<file path="src/rtl/gpr_pkg.sv">
package gpr_pkg;
    // Default geometry of the general register bank
    localparam int GPR_ENTRIES = 32;
    localparam int GPR_WIDTH   = 32;

    // Width of an index that covers a given number of entries
    function automatic int idx_bits(input int entries);
        return (entries > 1) ? $clog2(entries) : 1;
    endfunction
endpackage

</file>
<file path="src/rtl/gpr_wr_decode.sv">
// Turns the write port into one strobe per entry; entry 0 never gets one.
module gpr_wr_decode #(
    parameter int ENTRIES = gpr_pkg::GPR_ENTRIES,
    parameter int IW      = gpr_pkg::idx_bits(ENTRIES)
) (
    input  logic               wr_en,
    input  logic [IW-1:0]      wr_idx,
    output logic [ENTRIES-1:0] wr_sel
);
    generate
        for (genvar g = 0; g < ENTRIES; g++) begin : g_sel
            if (g == 0) begin : g_zero
                assign wr_sel[g] = 1'b0;
            end else begin : g_norm
                assign wr_sel[g] = wr_en && (wr_idx == IW'(g));
            end
        end
    endgenerate
endmodule

</file>
<file path="src/rtl/gpr_read_mux.sv">
// One combinational read port; index 0 is forced to zero on the way out.
module gpr_read_mux #(
    parameter int ENTRIES = gpr_pkg::GPR_ENTRIES,
    parameter int WIDTH   = gpr_pkg::GPR_WIDTH,
    parameter int IW      = gpr_pkg::idx_bits(ENTRIES)
) (
    input  logic [ENTRIES-1:0][WIDTH-1:0] regs,
    input  logic [IW-1:0]                 rd_idx,
    output logic [WIDTH-1:0]              rd_data
);
    always_comb begin
        if (rd_idx == '0) begin
            rd_data = '0;
        end else begin
            rd_data = regs[rd_idx];
        end
    end
endmodule

</file>
<file path="src/rtl/gpr_bank.sv">
module gpr_bank #(
    parameter int ENTRIES = gpr_pkg::GPR_ENTRIES,
    parameter int WIDTH   = gpr_pkg::GPR_WIDTH,
    localparam int IW     = gpr_pkg::idx_bits(ENTRIES)
) (
    input  logic             clk,
    input  logic             rst,
    input  logic [IW-1:0]    rd_a_idx,
    output logic [WIDTH-1:0] rd_a_data,
    input  logic [IW-1:0]    rd_b_idx,
    output logic [WIDTH-1:0] rd_b_data,
    input  logic             wr_en,
    input  logic [IW-1:0]    wr_idx,
    input  logic [WIDTH-1:0] wr_data
);
    typedef struct packed {
        logic [ENTRIES-1:0][WIDTH-1:0] regs;
    } bank_state_t;

    bank_state_t         state_d, state_q;
    logic [ENTRIES-1:0]  wr_sel;

    gpr_wr_decode #(.ENTRIES(ENTRIES), .IW(IW)) wdec_i (
        .wr_en  (wr_en),
        .wr_idx (wr_idx),
        .wr_sel (wr_sel)
    );

    // Next-state: reset wins, then per-entry strobes load the write data
    always_comb begin
        state_d = state_q;
        if (rst) begin
            state_d.regs = '0;
        end else begin
            for (int i = 0; i < ENTRIES; i++) begin
                if (wr_sel[i]) begin
                    state_d.regs[i] = wr_data;
                end
            end
        end
    end

    always_ff @(posedge clk) begin
        state_q <= state_d;
    end

    gpr_read_mux #(.ENTRIES(ENTRIES), .WIDTH(WIDTH), .IW(IW)) rd_a_i (
        .regs    (state_q.regs),
        .rd_idx  (rd_a_idx),
        .rd_data (rd_a_data)
    );

    gpr_read_mux #(.ENTRIES(ENTRIES), .WIDTH(WIDTH), .IW(IW)) rd_b_i (
        .regs    (state_q.regs),
        .rd_idx  (rd_b_idx),
        .rd_data (rd_b_data)
    );
endmodule

</file>
<file path="config.mk">
export PLATFORM = sky130hd
export DESIGN_NAME = gpr_bank
export DESIGN_NICKNAME = d
export VERILOG_FILES = /design/src/rtl/gpr_pkg.sv /design/src/rtl/gpr_wr_decode.sv /design/src/rtl/gpr_read_mux.sv /design/src/rtl/gpr_bank.sv
export SDC_FILE = /design/constraint.sdc
export NUM_CORES = 2
export LEC_CHECK = 0
export BUFFER_PORTS_ARGS = -buffer_cell sky130_fd_sc_hd__buf_2
export CAP_MARGIN = 30
export CORE_MARGIN = 2
export CORE_UTILIZATION = 35
export DETAILED_ROUTE_END_ITERATION = 10
export HOLD_SLACK_MARGIN = 0.15
export PLACE_DENSITY_LB_ADDON = 0.12
export SETUP_SLACK_MARGIN = 0.1
export SLEW_MARGIN = 20
export SYNTH_ARGS = -nofsm -noshare
export SYNTH_HDL_FRONTEND = slang
export SYNTH_SLANG_ARGS = --single-unit
</file>
<file path="constraint.sdc">
create_clock -name clk -period 1.6 [get_ports clk]
set_input_delay 0.08 -clock clk [delete_from_list [all_inputs] [get_ports clk]]
set_output_delay 0.08 -clock clk [all_outputs]
set_load 0.05 [all_outputs]
</file>
==> flow_metrics.py <==
metrics = {
    "run_status": {
        "outcome": "finished, violations left",
        "violations": "negative setup slack",
    },
    "yosys": {
        "yosysWarnings": 0,
        "netlist_area_mm2": 0.05052,
        "ys_seq_area_share_pct": 39.31,
        "postSynthCellCount": 5873,
        "post_synth.cell_area_avg_um2": 8.601,
        "synth_seq_cells": 992,
        "syn-num-nets": 5923,
        "synth_cell_type_count": 36,
    },
    "worst_setup_path": {
        "critPathLaunchType": "flip-flop",
        "criticalPathCategory": "reg2out",
        "reg2reg_slack_ps": 370,
        "required_ps": 1520,
        "critPathCaptureType": "output pin",
        "worstRegToRegCells": 3,
        "critPathMaxFanout": 3,
        "worst_ep_arrival_time_ps": 2600,
    },
    "power_and_ir_drop": {
        "power_density_mw_per_mm2": 898.9,
        "peakVddDrop_mv": 1.064,
        "finalPower_mw": 60.31,
        "cellLeakagePower_nw": 23.66,
    },
    "timing": {
        "setup_viol": 64,
        "max_freq_mhz": 373.4,
        "period_needed_ps": 2678,
        "tightest_slew_ps": 767.4,
        "maxSlewViolCount": 0,
        "finalHoldViolCount": 0,
        "rsz0062_at_grt": "yes",
        "fin_crit_sh_pct": 167.4,
        "clock_skew_ps": 0,
        "slew_headroom_pct": 48.84,
        "setup_ws_ps": -1078,
    },
    "route": {
        "drt-pass1-iter-count": 7,
        "drt_iter0_drc": 4916,
        "avgViaCountPerCell": 5.749,
        "ant_nets": 0,
        "vias": 48010,
        "drt-wirelength-per-cell_um": 27.59,
        "routed_wirelength_mm": 230.4,
        "drc": 0,
    },
    "die": {
        "die_h_um": 383.9,
        "row_count": 139,
        "ios": 114,
        "floorplan.initialDensity_pct": 35.21,
        "core_mm2": 0.1435,
        "die_w_um": 383.9,
        "dieArea_mm2": 0.1474,
    },
    "global_route": {
        "busiest_layer": "met2",
        "antenna_found_initial": 6,
        "grt.total_usage_pct": 30.60,
        "grt.met1_usage_pct": 41.45,
        "grt_use_met2_pct": 49.68,
        "grt_max_degree": 114,
        "grt_pass1_wl_mm": 331.4,
        "gr-total-overflow": 0,
        "grt_pass1_vias": 46080,
        "use_met3_pct": 4.350,
    },
    "hold_path": {
        "min_path_type": "in2reg",
        "holdPathStages": 6,
    },
    "clocking": {
        "clkLatencyLatePin_ps": 750,
        "cts_buffers": 114,
        "htree_levels": 3,
        "cts-root-buf": "clkbuf_16",
        "cts_tree": "built",
        "clockBufferDepth": 3,
        "cts_num_sinks": 992,
        "clkTransAtPathRegs_ps": 70,
    },
    "cells_and_area": {
        "fin_nets": 6397,
        "largestRegisters": "state_q: 992 flops",
        "n_fill_cell": 13570,
        "seqCellArea_mm2": 0.02006,
        "multi_input_area_mm2": 0.02992,
        "post-route-cell-area_mm2": 0.06709,
        "regMostFlops": "state_q",
        "syn_to_final_growth_pct": 32.82,
        "fin_util_pct": 46.76,
        "layout-drive-gt1-share_pct": 32.05,
        "largest_reg_flops": 992,
    },
    "placed_design": {
        "place_congestion": 0.8776,
        "io_buffers": 113,
        "postPlaceCellArea_mm2": 0.06149,
        "hpwl_mm": 150.5,
    },
    "run": {
        "cap_violations": 0,
    },
}
## path summary, 6_finish.rpt
check / from / end
max: state_q[992] / rd_b_data[0]
min: wr_en / state_q[663]
max reg2reg: state_q[61] / state_q[61]
min reg2reg: state_q[1001] / state_q[1001]
## worst max-delay path, cell delays in order, from the launching register on
cell      delay (ps)
dfxtp_2          340
mux4_2           460
mux2_4           290
a221oi_4         370
buf_4            190
a21oi_4           40
buf_12           160
## synth_stat cells
| cell type | n | area, um^2 |
|---|---|---|
| nand2_1 | 2049 | 7691 |
| a21oi_1 | 1056 | 5285 |
| dfxtp_1 | 992 | 19860 |
| clkbuf_1 | 391 | 1468 |
| mux4_2 | 352 | 7928 |
| mux2i_1 | 224 | 2242 |
| mux2_2 | 160 | 1802 |
| buf_2 | 121 | 605.6 |
| a22oi_1 | 96 | 720.7 |
| buf_1 | 92 | 345.3 |
| nor2_1 | 47 | 176.4 |
| a221o_1 | 32 | 320.3 |
| a221oi_1 | 32 | 280.3 |
| a2bb2oi_1 | 32 | 280.3 |
| a31oi_1 | 32 | 200.2 |
| o211ai_1 | 32 | 240.2 |
| o221ai_1 | 32 | 280.3 |
| o31a_1 | 32 | 280.3 |
| buf_4 | 19 | 142.6 |
| and2_1 | 12 | 75.07 |
| nor2b_1 | 7 | 43.79 |
| and2_0 | 6 | 37.54 |
| nor3_1 | 4 | 20.02 |
| and4b_1 | 3 | 30.03 |
| and4bb_2 | 3 | 37.54 |
| nand4b_1 | 3 | 26.28 |
| buf_6 | 2 | 22.52 |
| nand2b_1 | 2 | 12.51 |
| and4_1 | 1 | 8.760 |
| inv_1 | 1 | 3.750 |
| nand3b_1 | 1 | 7.510 |
| nand4_1 | 1 | 6.260 |
| nor3b_1 | 1 | 7.510 |
| nor4_1 | 1 | 6.260 |
| nor4b_2 | 1 | 15.01 |
| or3b_2 | 1 | 8.760 |
## power by group
part	leakage (nW)	total, mW	switching (mW)	internal, mW
clock	1.98	28.2	11.5	16.7
combinational	13.6	7.08	4.33	2.75
sequential	8.08	25.0	0.138	24.9
## routing by layer
layer  vias to the layer above  wire length (um)
li1                      21520                 -
met1                     23960             98140
met2                      2086            107100
met3                       445             16690
met4                         2              8423
met5                         -                13
## cells in the final DEF (no fill, tap or decap), types with 58 or more instances in the layout
cell	instances
nand2_1	2016
a21oi_1	1024
dfxtp_1	830
buf_4	592
mux4_2	352
buf_12	243
mux2i_1	208
dfxtp_2	162
clkbuf_16	116
mux2_2	102
a22oi_1	73
mux2_4	58
buf_6	58
## cell families (layout without fill, tap and decap cells)
logic type             Yosys count  in the layout  share of synthesized area, %
AO/OA/AOI/OAI                 1376           1376                         15.61
flip-flops                     992            992                         39.31
AND/OR/NAND/NOR               2143           2143                         16.25
buffers and inverters          626           1196                         5.122
other                            0              5                             0
multiplexers                   736            736                         23.70
## final cells by class
cell class              instances  share of cell area, %
inverters                       1               0.005595
repair buffers                983                  16.00
flip-flops and latches        992                  29.90
clock inverters                54                 0.9791
diodes                          5                0.01865
well taps                    1903                  3.549
clock buffers                 158                  4.949
multi-input cells            4255                  44.60
## stage by stage
step | hold slack, ps | cells | setup TNS, ps | setup slack (ps)
3_3_place_gp | 431.6 | 8075 | -36150 | -828.4
6_report | 237.6 | 8351 | -58640 | -1078
3_5_place_dp | 436.9 | 8075 | -37360 | -851.2
5_1_grt | 261.5 | 8350 | -60740 | -1123
2_1_floorplan | 216.0 | 5873 | -1455 | -196.3
4_1_cts | 169.4 | 8341 | -60660 | -1132
## repair_timing
action,4_1_cts,5_1_grt
pin swaps,35,24
gates resized for setup,252,111
setup endpoints to repair,64,333
setup buffers,14,5
hold buffers,40,0
endpoints found under the hold margin,992,0
cloned,0,0
Power figures use the tool's default switching activity.
